===== src/rtl/crb_pkg.sv =====
package crb_pkg;

    localparam int DATA_W    = 32;
    localparam int HADDR_W   = 10;
    localparam int N_CLASS   = 4;
    localparam int OFF_W     = 2;
    localparam int CNT_W     = 2;
    localparam int MULTI_BEATS = 2;

    // command word fields
    localparam int CTL_WR_BIT = 15;
    localparam int CTL_IE_BIT = 16;
    localparam logic [DATA_W-1:0] CTL_MASK =
        (DATA_W'(1) << CTL_IE_BIT) | (DATA_W'(1) << CTL_WR_BIT) | DATA_W'((1 << HADDR_W) - 1);

    // host address map boundaries
    localparam logic [HADDR_W-1:0] CFG_BASE = 10'h200;
    localparam logic [HADDR_W-1:0] MII_BASE = 10'h340;
    localparam logic [HADDR_W-1:0] AF_BASE  = 10'h380;

    // host opcodes
    localparam logic [1:0] HOP_IDLE = 2'b00;
    localparam logic [1:0] HOP_WR   = 2'b01;
    localparam logic [1:0] HOP_RD   = 2'b10;

    typedef enum logic [1:0] {
        CLS_CFG  = 2'd0,
        CLS_STAT = 2'd1,
        CLS_MII  = 2'd2,
        CLS_AF   = 2'd3
    } acc_cls_e;

    typedef enum logic [OFF_W-1:0] {
        OFF_HI  = 2'd0,
        OFF_LO  = 2'd1,
        OFF_CTL = 2'd2,
        OFF_STS = 2'd3
    } reg_off_e;

    typedef enum logic {
        SEQ_IDLE = 1'b0,
        SEQ_RUN  = 1'b1
    } seq_st_e;

    typedef struct packed {
        logic [HADDR_W-1:0] addr;
        logic               rnw;
        logic               irq_en;
        acc_cls_e           cls;
    } cmd_t;

    function automatic acc_cls_e classify(input logic [HADDR_W-1:0] a);
        if (a < CFG_BASE)      return CLS_STAT;
        else if (a < MII_BASE) return CLS_CFG;
        else if (a < AF_BASE)  return CLS_MII;
        else                   return CLS_AF;
    endfunction

    function automatic cmd_t decode_ctl(input logic [DATA_W-1:0] w);
        cmd_t c;
        c.addr   = w[HADDR_W-1:0];
        c.cls    = classify(c.addr);
        c.rnw    = !w[CTL_WR_BIT] || (c.cls == CLS_STAT);
        c.irq_en = w[CTL_IE_BIT];
        return c;
    endfunction

    function automatic logic [CNT_W-1:0] beats_of(input cmd_t c);
        if (c.rnw && (c.cls == CLS_STAT || c.cls == CLS_AF))
            return CNT_W'(MULTI_BEATS);
        else
            return CNT_W'(1);
    endfunction

endpackage


===== src/rtl/crb_regs.sv =====
module crb_regs
    import crb_pkg::*;
(
    input  logic                   clk,
    input  logic                   rst,
    input  logic                   sel,
    input  logic                   we,
    input  reg_off_e               off,
    input  logic [DATA_W-1:0]      wdata,
    input  logic                   busy,
    input  logic                   cap_lo,
    input  logic                   cap_hi,
    input  logic [DATA_W-1:0]      cap_data,
    input  logic [N_CLASS-1:0]     rdy,
    output logic [DATA_W-1:0]      rdata,
    output logic [DATA_W-1:0]      lo_q,
    output logic                   start,
    output cmd_t                   cmd
);

    logic [DATA_W-1:0] hi_q;
    logic [DATA_W-1:0] ctl_q;
    logic              wr_hit;

    assign wr_hit = sel && we && !busy;
    assign start  = wr_hit && (off == OFF_CTL);
    assign cmd    = decode_ctl(wdata);

    always_ff @(posedge clk) begin
        if (rst) begin
            lo_q  <= '0;
            hi_q  <= '0;
            ctl_q <= '0;
        end else begin
            if (cap_lo)
                lo_q <= cap_data;
            else if (wr_hit && off == OFF_LO)
                lo_q <= wdata;

            if (cap_hi)
                hi_q <= cap_data;
            else if (wr_hit && off == OFF_HI)
                hi_q <= wdata;

            if (start)
                ctl_q <= wdata & CTL_MASK;
        end
    end

    always_comb begin
        unique case (off)
            OFF_HI:  rdata = hi_q;
            OFF_LO:  rdata = lo_q;
            OFF_CTL: rdata = ctl_q;
            OFF_STS: rdata = {{(DATA_W-N_CLASS){1'b0}}, rdy};
            default: rdata = '0;
        endcase
    end

    // writes during an access leave the command register alone
    p_ctl_hold_r8: assert property (@(posedge clk) disable iff (rst)
        (busy && sel && we) |=> $stable(ctl_q));

    // a data write during an access does not reach the high word
    p_hi_hold_r8: assert property (@(posedge clk) disable iff (rst)
        (busy && !cap_hi) |=> $stable(hi_q));

endmodule


===== src/rtl/crb_seq.sv =====
module crb_seq
    import crb_pkg::*;
(
    input  logic                 clk,
    input  logic                 rst,
    input  logic                 start,
    input  cmd_t                 cmd,
    input  logic                 h_mii_rdy,
    output logic                 h_en,
    output logic [1:0]           h_opcode,
    output logic [HADDR_W-1:0]   h_addr,
    output logic                 cap_lo,
    output logic                 cap_hi,
    output logic                 done,
    output logic                 busy,
    output acc_cls_e             cls,
    output logic                 irq_en
);

    seq_st_e           st_q;
    cmd_t              cmd_q;
    logic [CNT_W-1:0]  cnt_q;
    logic [CNT_W-1:0]  nb;
    logic              is_mii;
    logic              mii_hit;

    assign busy    = (st_q == SEQ_RUN);
    assign is_mii  = (cmd_q.cls == CLS_MII);
    assign nb      = beats_of(cmd_q);
    assign mii_hit = busy && is_mii && (cnt_q != '0) && h_mii_rdy;
    assign cls     = cmd_q.cls;
    assign irq_en  = cmd_q.irq_en;

    always_ff @(posedge clk) begin
        if (rst) begin
            st_q  <= SEQ_IDLE;
            cmd_q <= '0;
            cnt_q <= '0;
        end else begin
            unique case (st_q)
                SEQ_IDLE: begin
                    if (start) begin
                        st_q  <= SEQ_RUN;
                        cmd_q <= cmd;
                        cnt_q <= '0;
                    end
                end
                SEQ_RUN: begin
                    if (done)
                        st_q <= SEQ_IDLE;
                    else if (cnt_q != '1)
                        cnt_q <= cnt_q + 1'b1;
                end
                default: st_q <= SEQ_IDLE;
            endcase
        end
    end

    always_comb begin
        h_en     = 1'b0;
        cap_lo   = 1'b0;
        cap_hi   = 1'b0;
        done     = 1'b0;
        h_opcode = HOP_IDLE;
        h_addr   = '0;
        if (busy) begin
            h_opcode = cmd_q.rnw ? HOP_RD : HOP_WR;
            h_addr   = cmd_q.addr;
            if (is_mii) begin
                h_en   = (cnt_q == '0);
                cap_lo = mii_hit && cmd_q.rnw;
                done   = mii_hit;
            end else begin
                h_en   = (cnt_q < nb);
                cap_lo = cmd_q.rnw && (cnt_q == CNT_W'(1));
                cap_hi = cmd_q.rnw && (nb == CNT_W'(MULTI_BEATS))
                         && (cnt_q == CNT_W'(MULTI_BEATS));
                done   = (cnt_q == nb);
            end
        end
    end

    // an accepted command drives its first beat on the next cycle
    p_first_beat_r3: assert property (@(posedge clk) disable iff (rst)
        start |=> (h_en && busy));

    // statistics accesses never carry the write opcode
    p_stat_read_r4: assert property (@(posedge clk) disable iff (rst)
        (h_en && h_addr < CFG_BASE) |-> (h_opcode == HOP_RD));

    // enable only appears with a live opcode
    p_en_opcode_r4: assert property (@(posedge clk) disable iff (rst)
        h_en |-> (h_opcode != HOP_IDLE));

    // address held steady until the access completes
    p_cmd_hold_r8: assert property (@(posedge clk) disable iff (rst)
        (busy && !done) |=> (busy && $stable(h_addr) && $stable(h_opcode)));

endmodule


===== src/rtl/crb_status.sv =====
module crb_status
    import crb_pkg::*;
(
    input  logic               clk,
    input  logic               rst,
    input  logic               busy,
    input  acc_cls_e           cls,
    input  logic               done,
    input  logic               irq_en,
    output logic [N_CLASS-1:0] rdy,
    output logic               irq
);

    logic irq_q;

    always_comb begin
        rdy = '1;
        if (busy)
            rdy[cls] = 1'b0;
    end

    always_ff @(posedge clk) begin
        if (rst)
            irq_q <= 1'b0;
        else
            irq_q <= done && irq_en;
    end

    assign irq = irq_q;

    // at most one class shows not-ready
    p_rdy_single_r3: assert property (@(posedge clk) disable iff (rst)
        $onehot0(~rdy));

    // the interrupt is a single-cycle pulse
    p_irq_pulse_r7: assert property (@(posedge clk) disable iff (rst)
        irq |=> !irq);

endmodule


===== src/rtl/crb_host_bridge.sv =====
module crb_host_bridge
    import crb_pkg::*;
(
    input  logic                 clk,
    input  logic                 rst,
    input  logic                 cpu_sel,
    input  logic                 cpu_we,
    input  logic [OFF_W-1:0]     cpu_off,
    input  logic [DATA_W-1:0]    cpu_wdata,
    output logic [DATA_W-1:0]    cpu_rdata,
    output logic                 cpu_irq,
    output logic [HADDR_W-1:0]   h_addr,
    output logic [1:0]           h_opcode,
    output logic [DATA_W-1:0]    h_wdata,
    output logic                 h_en,
    input  logic [DATA_W-1:0]    h_rdata,
    input  logic                 h_mii_rdy
);

    logic               start;
    cmd_t               cmd;
    logic               busy;
    logic               done;
    logic               cap_lo;
    logic               cap_hi;
    acc_cls_e           cls;
    logic               irq_en;
    logic [N_CLASS-1:0] rdy;
    logic [DATA_W-1:0]  lo_q;

    crb_regs u_regs (
        .clk      (clk),
        .rst      (rst),
        .sel      (cpu_sel),
        .we       (cpu_we),
        .off      (reg_off_e'(cpu_off)),
        .wdata    (cpu_wdata),
        .busy     (busy),
        .cap_lo   (cap_lo),
        .cap_hi   (cap_hi),
        .cap_data (h_rdata),
        .rdy      (rdy),
        .rdata    (cpu_rdata),
        .lo_q     (lo_q),
        .start    (start),
        .cmd      (cmd)
    );

    crb_seq u_seq (
        .clk       (clk),
        .rst       (rst),
        .start     (start),
        .cmd       (cmd),
        .h_mii_rdy (h_mii_rdy),
        .h_en      (h_en),
        .h_opcode  (h_opcode),
        .h_addr    (h_addr),
        .cap_lo    (cap_lo),
        .cap_hi    (cap_hi),
        .done      (done),
        .busy      (busy),
        .cls       (cls),
        .irq_en    (irq_en)
    );

    crb_status u_status (
        .clk    (clk),
        .rst    (rst),
        .busy   (busy),
        .cls    (cls),
        .done   (done),
        .irq_en (irq_en),
        .rdy    (rdy),
        .irq    (cpu_irq)
    );

    assign h_wdata = lo_q;

    // an interrupt coincides with the return of the ready bit
    p_irq_ready_r6: assert property (@(posedge clk) disable iff (rst)
        cpu_irq |-> (rdy == '1 && $past(rdy) != '1));

    // no host enable while every class is ready
    p_en_busy_r2: assert property (@(posedge clk) disable iff (rst)
        h_en |-> (rdy != '1));

endmodule


===== config.mk =====
export PLATFORM = sky130hd
export DESIGN_NAME = crb_host_bridge
export DESIGN_NICKNAME = d
export VERILOG_FILES = /design/src/rtl/crb_pkg.sv /design/src/rtl/crb_regs.sv /design/src/rtl/crb_seq.sv /design/src/rtl/crb_status.sv /design/src/rtl/crb_host_bridge.sv
export SDC_FILE = /design/constraint.sdc
export NUM_CORES = 1
export LEC_CHECK = 0
export BUFFER_PORTS_ARGS = -buffer_cell sky130_fd_sc_hd__clkbuf_2
export CORE_AREA = 4 4 122 124
export CTS_BUF_LIST = sky130_fd_sc_hd__clkbuf_8
export DETAILED_ROUTE_END_ITERATION = 10
export DIE_AREA = 0 0 126 128
export PLACE_DENSITY = 0.76
export RECOVER_POWER = 25
export SYNTH_ARGS = -nofsm -noshare
export SYNTH_HDL_FRONTEND = slang
export SYNTH_HIERARCHICAL = 1
export SYNTH_SLANG_ARGS = --single-unit

===== constraint.sdc =====
create_clock -name clk -period 4.2 [get_ports clk]
set_clock_uncertainty 0.05 [all_clocks]
set_input_delay 0.84 -clock clk [delete_from_list [all_inputs] [get_ports clk]]
set_output_delay 0.84 -clock clk [all_outputs]
set_load 0.02 [all_outputs]

==> impl_metrics.json <==
{
  "drt_iter0_markers": 300,
  "avgSynthCellArea_um2": 9.822,
  "end_kind": "primary output",
  "rsz0062_at_grt": "false",
  "grt_usage_pct": 18.61,
  "dp_slack_ps": 974.9,
  "yosys-top-cells-area": "dfxtp_1 34%, mux2i_1 17%, a211oi_2 14%",
  "p_per_area_mw_per_mm2": 283.2,
  "yosys_warnings": 6,
  "critPathArrivalTime_ps": 2320,
  "cts_buffers": 9,
  "final_util_pct": 46.07,
  "slew_violations": 0,
  "setup_viol": 0,
  "wl_um": 15510,
  "portBuffers": 148,
  "min_path_type": "reg2reg",
  "worst_ir_drop_vdd_mv": 0.2051,
  "hold_depth": 2,
  "antenna_found_initial": 2,
  "status": "finished, final reports clean",
  "clock_sinks": 94,
  "nets": 743,
  "cts_tree": "built",
  "fp-row-count": 43,
  "ys_types": 39,
  "clk_latency_ps": 380,
  "worstMarginPinSlew_ps": 1012,
  "path_class": "in2out",
  "required_ps": 3310,
  "clock_path_buffers": 2,
  "met2_usage_pct": 30.11,
  "power_mw": 1.797,
  "vias": 4810,
  "rr_worst_depth": 4,
  "synth-seq-area-share_pct": 33.73,
  "ys.flop_type": "dfxtp_1",
  "syn_nets": 645,
  "htree_levels": 3,
  "die_h_um": 128,
  "hold_viol_final": 0,
  "root_buffer": "clkbuf_8",
  "layout_setup_ws_ps": 990.2,
  "wire_per_inst_um": 18.22,
  "core_area_mm2": 0.01377,
  "post_synth_inst_count": 568,
  "start_kind": "input port",
  "crit_fanout": 43,
  "finalSetupTns_ps": 0,
  "synthTopCellsByCount": "94 x dfxtp_1, 92 x mux2i_1, 66 x a211oi_1",
  "ys_seq_elements": 94,
  "whs_ps": 405.8,
  "drive_gt1_share_pct": 32.64,
  "clkSlewWorstSetupHoldPaths_ps": 100,
  "die_area_mm2": 0.01613,
  "cts_hold_buffers": 0,
  "max_cap_violations": 0,
  "gp_congestion": 0.8210,
  "grt_first_pass_wirelength_um": 24550,
  "top_usage_layer": "met2",
  "grt_util_met3_pct": 5.000,
  "synthArstFlopShare_pct": 0,
  "maxSlewHeadroom_pct": 32.52,
  "drc": 0,
  "cts_resized": 0,
  "hpwl_um": 10480,
  "overflow": 0,
  "synth.cell_area_mm2": 0.005579,
  "syn2layout_area_growth_pct": 13.73,
  "ioPinCount": 149,
  "initial_core_util_pct": 40.51,
  "synth_top_area_share_pct": 33.73,
  "max_freq_mhz": 311.6,
  "postRouteAntennaNets": 0,
  "yosysMostFrequentCell": "dfxtp_1",
  "cts_setup_buffers": 0,
  "synth_top_area_cell": "dfxtp_1",
  "finalCritPeriodShare_pct": 76.42,
  "post-route-min-period_ps": 3210,
  "met1_usage_pct": 24.91,
  "grt_max_degree": 65,
  "vias_per_cell": 5.652,
  "fp.dieW_um": 126,
  "synth_edf_count": 0,
  "drt_pass1_iterations": 4,
  "n_antenna_cell": 0,
  "cellLeakagePower_nw": 2.229,
  "grt_pass1_vias": 4669
}
cell type report:
type,count,area (um2)
repair buffers,161,798.3
flip-flops and latches,94,1882
clock inverters,7,55.05
inverters,3,11.26
clock buffers,9,123.9
well taps,180,225.2
fillers,1398,7428
multi-input cells,397,3249
layout by cell type (no fill, tap or decap), drive strengths merged, types with 3 or more instances in the layout:
| master | count |
|---|---|
| clkbuf | 156 |
| a211oi | 128 |
| dfxtp | 94 |
| mux2i | 92 |
| nand2 | 41 |
| a21oi | 28 |
| nor2 | 22 |
| o21ai | 20 |
| nand3 | 15 |
| buf | 14 |
| and2 | 11 |
| inv | 8 |
| ha | 6 |
| nor2b | 6 |
| mux4 | 4 |
| nand2b | 3 |
| nand3b | 3 |
| nor3 | 3 |
sequential cells by signal, indices dropped and copies added (netlist names):
name and cells:
u_seq/cls 2, u_seq/busy 1, u_seq/cnt_q 2, u_regs/hi_q 32, u_status/irq 1, u_regs/ctl_q 12, u_regs/lo_q 32, u_seq/irq_en 1
u_seq/cmd_q 11
routing by layer:
metal	vias up	share of wire, %	routed length [um]
met3	13	7.0	1092
met5	-	0.25	38
met4	4	0.93	144
li1	2301	-	-
met1	2330	45	6988
met2	162	47	7241
path summary, 6_finish.rpt:
path	startpoint	slack, ps	endpoint
worst min-delay path	u_seq/cmd_q[7]	410	u_seq/cmd_q[7]
worst max register to register	u_seq/busy	1330	u_regs/hi_q[22]
worst min register to register	u_seq/cmd_q[7]	410	u_seq/cmd_q[7]
worst max-delay path	cpu_off[0]	990	cpu_rdata[0]
where the power goes:
group,switching (mW),internal [mW]
Combinational,0.182,0.107
Sequential,0.0209,0.918
Clock,0.346,0.223
Total,0.549,1.25
logic make-up (layout without fill, tap and decap cells):
group	after synthesis	after routing	share of synthesized area (%)
fa+ha+maj	6	6	1.346
flops	94	94	33.73
compound gates	181	181	27.83
simple gates	112	112	10.09
mux	98	98	18.66
buf+inv	77	180	8.343
worst max-delay path: stages:
cell      delay, ps
buf_4           470
buf_4           450
mux4_2          380
clkbuf_2        170
per-stage QoR:
| step | instance area (um2) | cells |
|---|---|---|
| final | 6345 | 851 |
| after global routing | 6345 | 851 |
| after global placement | 6211 | 835 |
| after CTS | 6390 | 851 |
| after detailed placement | 6211 | 835 |
| after floorplan | 5579 | 568 |
No activity file was read; power rests on OpenSTA's default activity.
